File: src/rtl/cmos_pkg.sv
package cmos_pkg;
   localparam logic [6:0] A_SEC   = 7'h00;
   localparam logic [6:0] A_ALM_S = 7'h01;
   localparam logic [6:0] A_MIN   = 7'h02;
   localparam logic [6:0] A_ALM_M = 7'h03;
   localparam logic [6:0] A_HOUR  = 7'h04;
   localparam logic [6:0] A_ALM_H = 7'h05;
   localparam logic [6:0] A_WDAY  = 7'h06;
   localparam logic [6:0] A_MDAY  = 7'h07;
   localparam logic [6:0] A_MON   = 7'h08;
   localparam logic [6:0] A_YEAR  = 7'h09;
   localparam logic [6:0] A_STA   = 7'h0A;
   localparam logic [6:0] A_STB   = 7'h0B;
   localparam logic [6:0] A_STC   = 7'h0C;
   localparam logic [6:0] A_STD   = 7'h0D;

   localparam int RAM_BASE   = 14;
   localparam int CENTURY_AT = 50;   // 0x32
   localparam int LOMEM_AT   = 52;   // 0x34, 0x35
   localparam int HIMEM_AT   = 91;   // 0x5B .. 0x5D

   localparam logic [1:0] SZ_BYTE = 2'd0;
   localparam int SB_24H  = 1;
   localparam int SB_BIN  = 2;
   localparam int SB_PIE  = 6;
   localparam int SB_HALT = 7;
   localparam int SA_UIP  = 7;
   localparam logic [7:0] SD_POWER_OK = 8'h80;
   localparam int N_FIELDS = 7;

   typedef struct packed {
      logic [7:0] year;
      logic [3:0] mon;
      logic [4:0] mday;
      logic [2:0] wday;
      logic [4:0] hour;
      logic [5:0] min;
      logic [5:0] sec;
   } tod_t;

   function automatic logic [7:0] to_bcd(input logic [6:0] v);
      logic [6:0] tens, ones;
      tens = v / 7'd10;
      ones = v % 7'd10;
      return {tens[3:0], ones[3:0]};
   endfunction

   function automatic logic [7:0] ram_preset(input int a, input logic [7:0] cent,
                                             input logic [15:0] lo, input logic [23:0] hi);
      case (a)
         CENTURY_AT:   return cent;
         LOMEM_AT:     return lo[7:0];
         LOMEM_AT + 1: return lo[15:8];
         HIMEM_AT:     return hi[7:0];
         HIMEM_AT + 1: return hi[15:8];
         HIMEM_AT + 2: return hi[23:16];
         default:      return 8'h00;
      endcase
   endfunction
endpackage

File: src/rtl/cmos_fmt.sv
module cmos_fmt
   import cmos_pkg::*;
(
   input  logic [6:0] val,
   input  logic       bin_mode,
   output logic [7:0] q
);
   assign q = bin_mode ? {1'b0, val} : to_bcd(val);
endmodule

File: src/rtl/cmos_snap.sv
module cmos_snap
   import cmos_pkg::*;
#(
   parameter int CLKS_PER_SEC = 32768
)(
   input  logic clk,
   input  logic rst_n,
   input  logic halt,
   input  tod_t live,
   output tod_t snap
);
   localparam int CW = $clog2(CLKS_PER_SEC + 1);
   localparam logic [CW-1:0] FULL = CW'(CLKS_PER_SEC);

   logic [CW-1:0] since_q;
   logic          due;

   assign due = (since_q >= FULL);

   always_ff @(posedge clk) begin
      if (!rst_n) begin
         since_q <= FULL;
         snap    <= '0;
      end else if (due && !halt) begin
         snap    <= live;
         since_q <= CW'(1);
      end else if (!due) begin
         since_q <= since_q + CW'(1);
      end
   end

   AST_HALT_HOLD: assert property (@(posedge clk) disable iff (!rst_n)
      halt |=> $stable(snap));
   AST_NO_EARLY: assert property (@(posedge clk) disable iff (!rst_n)
      (since_q < FULL) |=> $stable(snap));
endmodule

File: src/rtl/cmos_nvram.sv
module cmos_nvram
   import cmos_pkg::*;
#(
   parameter int LAST = 127
)(
   input  logic        clk,
   input  logic        rst_n,
   input  logic [7:0]  init_century,
   input  logic [15:0] init_lo,
   input  logic [23:0] init_hi,
   input  logic        we,
   input  logic [6:0]  addr,
   input  logic [7:0]  wdata,
   output logic [7:0]  rdata
);
   localparam int DEPTH = LAST - RAM_BASE + 1;

   logic [7:0] cells [DEPTH];
   logic [6:0] ridx;

   for (genvar g = 0; g < DEPTH; g++) begin : g_cell
      localparam int A = RAM_BASE + g;
      logic [7:0] byte_q;
      always_ff @(posedge clk) begin
         if (!rst_n)
            byte_q <= ram_preset(A, init_century, init_lo, init_hi);
         else if (we && addr == 7'(A))
            byte_q <= wdata;
      end
      assign cells[g] = byte_q;
   end

   assign ridx  = addr - 7'(RAM_BASE);
   assign rdata = (int'(addr) >= RAM_BASE && int'(addr) <= LAST) ? cells[ridx] : 8'h00;
endmodule

File: src/rtl/cmos_regfile.sv
module cmos_regfile
   import cmos_pkg::*;
#(
   parameter int CLKS_PER_SEC = 32768,
   parameter int RAM_LAST     = 127
)(
   input  logic        clk,
   input  logic        rst_n,
   input  logic        req_valid,
   input  logic        req_write,
   input  logic        req_port,
   input  logic [1:0]  req_size,
   input  logic [7:0]  req_wdata,
   output logic        resp_valid,
   output logic        resp_err,
   output logic [7:0]  resp_rdata,
   input  logic [5:0]  live_sec,
   input  logic [5:0]  live_min,
   input  logic [4:0]  live_hour,
   input  logic [2:0]  live_wday,
   input  logic [4:0]  live_mday,
   input  logic [3:0]  live_mon,
   input  logic [7:0]  live_year,
   input  logic [6:0]  cfg_century,
   input  logic [15:0] cfg_lomem,
   input  logic [23:0] cfg_himem
);
   if (CLKS_PER_SEC < 2) begin : g_bad_rate
      $error("CLKS_PER_SEC must be at least 2");
   end
   if (RAM_LAST < HIMEM_AT + 2 || RAM_LAST > 127) begin : g_bad_ram
      $error("RAM_LAST must cover the preset cells and stay within 7 bits");
   end

   tod_t       live, snap;
   logic [6:0] idx_q;
   logic [7:0] sta_q, stb_q;
   logic [7:0] alarm_q [3];
   logic [1:0] alm_sel;
   logic [7:0] ram_rdata;
   logic [6:0] fld [N_FIELDS];
   logic [7:0] fmt [N_FIELDS];
   logic [4:0] hour_mod, hour_sel;
   logic       pm;
   logic [7:0] rd_mux;
   logic       c_err, idx_we, sta_we, stb_we, alm_we, ram_we;
   logic [7:0] c_data;
   logic       byte_ok;

   assign live = '{year: live_year, mon: live_mon, mday: live_mday, wday: live_wday,
                   hour: live_hour, min: live_min, sec: live_sec};

   cmos_snap #(.CLKS_PER_SEC(CLKS_PER_SEC)) u_snap (
      .clk(clk), .rst_n(rst_n), .halt(stb_q[SB_HALT]), .live(live), .snap(snap));

   cmos_nvram #(.LAST(RAM_LAST)) u_ram (
      .clk(clk), .rst_n(rst_n), .init_century(to_bcd(cfg_century)),
      .init_lo(cfg_lomem), .init_hi(cfg_himem), .we(ram_we && req_valid),
      .addr(idx_q), .wdata(req_wdata), .rdata(ram_rdata));

   // hour presentation
   assign hour_mod = snap.hour % 5'd12;
   assign hour_sel = stb_q[SB_24H] ? snap.hour : hour_mod + 5'd1;
   assign pm       = !stb_q[SB_24H] && (snap.hour >= 5'd12);

   assign fld[0] = {1'b0, snap.sec};
   assign fld[1] = {1'b0, snap.min};
   assign fld[2] = {2'b0, hour_sel};
   assign fld[3] = {4'b0, snap.wday} + 7'd1;
   assign fld[4] = {2'b0, snap.mday};
   assign fld[5] = {3'b0, snap.mon} + 7'd1;
   assign fld[6] = 7'(snap.year % 8'd100);

   for (genvar g = 0; g < N_FIELDS; g++) begin : g_fmt
      cmos_fmt u_fmt (.val(fld[g]), .bin_mode(stb_q[SB_BIN]), .q(fmt[g]));
   end

   assign alm_sel = idx_q[2:1];

   always_comb begin
      case (idx_q)
         A_SEC:   rd_mux = fmt[0];
         A_MIN:   rd_mux = fmt[1];
         A_HOUR:  rd_mux = fmt[2] | {pm, 7'b0};
         A_WDAY:  rd_mux = fmt[3];
         A_MDAY:  rd_mux = fmt[4];
         A_MON:   rd_mux = fmt[5];
         A_YEAR:  rd_mux = fmt[6];
         A_ALM_S: rd_mux = alarm_q[0];
         A_ALM_M: rd_mux = alarm_q[1];
         A_ALM_H: rd_mux = alarm_q[2];
         A_STA:   rd_mux = sta_q;
         A_STB:   rd_mux = stb_q;
         A_STC:   rd_mux = 8'h00;
         A_STD:   rd_mux = SD_POWER_OK;
         default: rd_mux = ram_rdata;
      endcase
   end

   assign byte_ok = (req_size == SZ_BYTE);

   always_comb begin
      c_err  = 1'b0;
      c_data = 8'h00;
      idx_we = 1'b0;
      sta_we = 1'b0;
      stb_we = 1'b0;
      alm_we = 1'b0;
      ram_we = 1'b0;
      if (!byte_ok) begin
         c_err = 1'b1;
      end else if (!req_port) begin
         if (!req_write)                           c_data = 8'hFF;
         else if (int'(req_wdata[6:0]) <= RAM_LAST) idx_we = 1'b1;
         else                                      c_err  = 1'b1;
      end else if (!req_write) begin
         c_data = rd_mux;
      end else begin
         case (idx_q)
            A_ALM_S, A_ALM_M, A_ALM_H: alm_we = 1'b1;
            A_STA:   sta_we = 1'b1;
            A_STB:   if (req_wdata[SB_PIE]) c_err = 1'b1; else stb_we = 1'b1;
            A_STC:   c_err = 1'b1;
            A_SEC, A_MIN, A_HOUR, A_WDAY, A_MDAY, A_MON, A_YEAR, A_STD: ;
            default: ram_we = 1'b1;
         endcase
      end
   end

   always_ff @(posedge clk) begin
      if (!rst_n) begin
         idx_q      <= '0;
         sta_q      <= '0;
         stb_q      <= '0;
         alarm_q    <= '{default: 8'h00};
         resp_valid <= 1'b0;
         resp_err   <= 1'b0;
         resp_rdata <= 8'h00;
      end else begin
         resp_valid <= req_valid;
         resp_err   <= req_valid && c_err;
         resp_rdata <= req_valid ? c_data : 8'h00;
         if (req_valid) begin
            if (idx_we) idx_q <= req_wdata[6:0];
            if (sta_we) sta_q <= {1'b0, req_wdata[6:0]};
            if (stb_we) stb_q <= req_wdata;
            if (alm_we && alm_sel != 2'd3) alarm_q[alm_sel] <= req_wdata;
         end
      end
   end

   AST_IDX_READ_FF: assert property (@(posedge clk) disable iff (!rst_n)
      (req_valid && !req_write && !req_port && req_size == SZ_BYTE)
      |=> (resp_rdata == 8'hFF && !resp_err));
   AST_SIZE_ERR: assert property (@(posedge clk) disable iff (!rst_n)
      (req_valid && req_size != SZ_BYTE) |=> resp_err);
   AST_SIZE_NOSTATE: assert property (@(posedge clk) disable iff (!rst_n)
      (req_valid && req_size != SZ_BYTE) |=> ($stable(idx_q) && $stable(stb_q) && $stable(sta_q)));
   AST_STB_REJECT: assert property (@(posedge clk) disable iff (!rst_n)
      (req_valid && req_write && req_port && byte_ok && idx_q == A_STB && req_wdata[SB_PIE])
      |=> (resp_err && $stable(stb_q)));
   AST_STD_READ: assert property (@(posedge clk) disable iff (!rst_n)
      (req_valid && !req_write && req_port && byte_ok && idx_q == A_STD)
      |=> (resp_rdata == 8'h80));
   AST_RESP_ONE: assert property (@(posedge clk) disable iff (!rst_n)
      req_valid |=> resp_valid);
   AST_RESP_NONE: assert property (@(posedge clk) disable iff (!rst_n)
      !req_valid |=> !resp_valid);
endmodule

File: config.mk
export PLATFORM = sky130hd
export DESIGN_NAME = cmos_regfile
export DESIGN_NICKNAME = d
export VERILOG_FILES = /design/src/rtl/cmos_pkg.sv /design/src/rtl/cmos_fmt.sv /design/src/rtl/cmos_snap.sv /design/src/rtl/cmos_nvram.sv /design/src/rtl/cmos_regfile.sv
export SDC_FILE = /design/constraint.sdc
export NUM_CORES = 2
export LEC_CHECK = 0
export ABC_AREA = 0
export CAP_MARGIN = 10
export CORE_MARGIN = 2
export CORE_UTILIZATION = 58
export CTS_CLUSTER_DIAMETER = 100
export CTS_CLUSTER_SIZE = 10
export DETAILED_ROUTE_END_ITERATION = 6
export DONT_BUFFER_PORTS = 1
export PLACE_DENSITY = 0.76
export SYNTH_ARGS = -nofsm -noshare
export SYNTH_HDL_FRONTEND = slang
export SYNTH_HIERARCHICAL = 1
export SYNTH_SLANG_ARGS = --single-unit
File: constraint.sdc
create_clock -name clk -period 4.45 [get_ports clk]
set_input_delay 0.6675 -clock clk [delete_from_list [all_inputs] [get_ports clk]]
set_output_delay 0.6675 -clock clk [all_outputs]
set_load 0.03 [all_outputs]
==> results.md <==
* Syn avg cell area at 9.210 sq um
* Violated checks: max-slew violations
* Count leader, synth: dfxtp_1
* Cell area after synthesis at 53040 sq um
* Worst path arrival time at 4830 ps
* Final nets at 5618
* Nature of the critical path startpoint: flop
* Post-layout minimum cycle time at 4249 ps
* Synth top area cells: dfxtp_1, mux4_2, mux2i_1, a21boi_0, nand2_1
* Max Slew Vio Count at 461
* Place WS at -78.73 ps
* Core area at 90290 sq um
* Relative slew slack at -94.33%
* Clock sinks at 1021
* Crit path largest cell delay at 390 ps
* Number of synthesized flops with an enable pin at 48
* Ys async rst share at 0%
* GRT Resource Usage Total at a little under a third
* Pwr/cell area at 330.7 nW/um^2
* Sequential-to-total area share from yosys stat at about two fifths
* Tightest Pin Transition at 2915 ps
* Reg clk slew, reported paths at 60 ps
* Fmax at between 200 and 250 MHz
* Drt total wl at 149.8 mm
* DIE HEIGHT at around 310 microns
* Die boundary width at 306.4 microns
* Synth top cells by count: dfxtp_1, nand2_1, a21boi_0, o21ai_0, mux2i_1
* Final hold vios at 0
* CP required at 5030 ps
* Layout Skew at 29.33 ps
* Global-route wire length before repair at around 230 mm
* Final ANT Viol Nets at 0
* Cells after Synth at approximately 5800
* Slowest CP cell: or3_1
* DR WL/cell at 22.36 microns
* Remaining global-route overflow at 0
* WS Path Type: flop to flop
* Antenna cells at 0
* CTS Buf Count at 112
* Hold Crit Class: input port to flop
* Final setup violation count at 0
* Cell Chain, Critical Path: or3_1 > a32o_1 > a22oi_1 > o21ai_2 > or3b_1 > a31oi_1 > a211oi_2 > ha_2 > and4bb_1 > a21oi_1 > a21oi_1 > a211o_1 > mux2_4 > o2bb2ai_4 > and3b_1 > a31oi_1 > a2bb2oi_1 > a211oi_1 > o31a_1
* Leakage at ~20 nW
* Placer Congestion at 0.9164
* Site Rows at 110
* Post-synth cell types at 91
* Initial Util at 58.74%
* CTS tree: yes
* Die Footprint at 93880 sq um
* Router iterations before antenna repair at 6
* Max VDD drop at 319.0 uV
* Synth warnings at 6
* Post-route DRC at 0
* Status: finished, violations left
* Clk Latency, worst-skew pair at 690 ps
* Critical Path Sink Type: flop
* Share of layout cells above drive strength 1 at 10.32%
* Vias in the first global route at 40630
* Root Driver: clkbuf_16
* Tcrit/Tclk final at between 90 and 100%
* CP bufs+invs at 0
* Via count at 42960
* Clock Path Buffers at 3
* DR iter-0 viols at 5013
* Vias/cell at 6.415
* Critical Path Fanout Max at 6
* Hold buffers post-CTS at 0
* Largest net degree at the start of global routing at 980
* Fin Hold WS at 104.6 ps
* Synth top area share at 36.73%
* Post-synthesis register bit count at between 1000 and 1500
* IO Pins at 109
* Max-cap violations at 0
* Cell family with most CP delay: compound AO/OA/AOI/OAI gates
* Primary FF master, synth: dfxtp_1
* Largest area contributor in the netlist: dfxtp_1
* Final setup margin at around 200 ps
* Area Growth Syn to Fin at 6.532%
* H-Tree Depth at 3
* DP Wirelength at 92.46 mm
* PortBufs at 0
* Initial antenna violation count at 1
==> stage by stage <==
stage,area (sq um),power [mW],instances,TNS [ps],utilization (%)
final,56500,18.68,6697,0,62.58
after global routing,56500,19.23,6697,-3.003,62.58
after CTS,56440,18.70,6693,0,62.51
after detailed placement,53420,10.59,6562,-78.73,59.16
after global placement,53420,10.58,6562,-104.5,59.16
after floorplan,53150,10.57,5790,0,-
==> flip-flops by register name, indices dropped and copies added, names as in the netlist <==
register and flops:
u_ram/g_cell.byte_q 912, u_snap/snap 37, alarm_q 24, u_snap/since_q 16, resp_rdata 8, stb_q 8
idx_q 7, sta_q 7, resp_err 1, resp_valid 1
==> what timing repair did <==
item	in CTS	in global routing
endpoints found under the hold margin	0	0
pin swaps	0	3
resized for setup	2	9
endpoints found under the setup margin	1	2
setup buffers	0	3
==> layer usage <==
metal | up-vias | wire length, microns | global-route usage, % | part of all wire [%]
met4 | 0 | 5932 | 12.36 | 4.0
met5 | - | 0 | 0 | 0
met3 | 373 | 12090 | 5.074 | 8.1
met2 | 1846 | 69640 | 49.91 | 46
met1 | 20960 | 62120 | 41.39 | 41
li1 | 19790 | - | - | -
==> path summary, 6_finish.rpt <==
check	start	endpoint	slack, ps	cells past startpoint
setup / recovery	u_snap/snap[32]	resp_rdata[2]	200	19
hold / removal	live_min[3]	u_snap/snap[9]	100	2
setup reg to reg	u_snap/snap[32]	resp_rdata[2]	200	19
hold reg to reg	u_snap/snap[21]	u_snap/snap[21]	450	2
==> cell usage in the layout (no fill, tap or decap), types with 26 or more instances in the layout <==
| master | synthesis | routed |
|---|---|---|
| nor2_1 | 136 | 134 |
| clkbuf_16 | 0 | 117 |
| nand2b_1 | 50 | 50 |
| dfxtp_1 | 973 | 966 |
| nand3_1 | 270 | 269 |
| nand2_1 | 857 | 856 |
| a21boi_0 | 541 | 541 |
| mux4_2 | 222 | 222 |
| nor2b_1 | 387 | 386 |
| buf_4 | 33 | 132 |
| conb_1 | 1 | 32 |
| xnor2_1 | 34 | 32 |
| a22oi_1 | 56 | 56 |
| mux2i_1 | 421 | 421 |
| o21ai_0 | 453 | 450 |
| a21oi_1 | 135 | 135 |
| inv_1 | 93 | 93 |
| edfxtp_1 | 48 | 48 |
| a32oi_1 | 26 | 26 |
==> final cells by class <==
type | count | area (sq um)
fill | 7428 | 33780
multi-input combinational | 4131 | 29510
sequential | 1021 | 20930
clock buffer | 127 | 2965
tap | 1176 | 1471
timing repair buffer | 144 | 1216
inverter | 94 | 352.8
clock inverter | 4 | 53.80
==> power breakdown <==
group | total, mW | switching (mW) | internal, mW
clock | 8.21 | 3.55 | 4.66
combinational | 1.12 | 0.570 | 0.552
sequential | 9.35 | 0.0667 | 9.29
==> cell families after synthesis <==
logic type / after synthesis / synth area share [%]
other: 1 / 0.007070
adders and majority gates: 15 / 0.3539
xor gates and xnor gates: 49 / 0.8092
buffers and inverters: 638 / 5.324
muxes: 672 / 18.32
DFF: 1021 / 39.44
and+or+nand+nor: 1937 / 18.01
AOI/OAI and AO/OA: 1426 / 17.73
(Power assumes the default switching activity.)
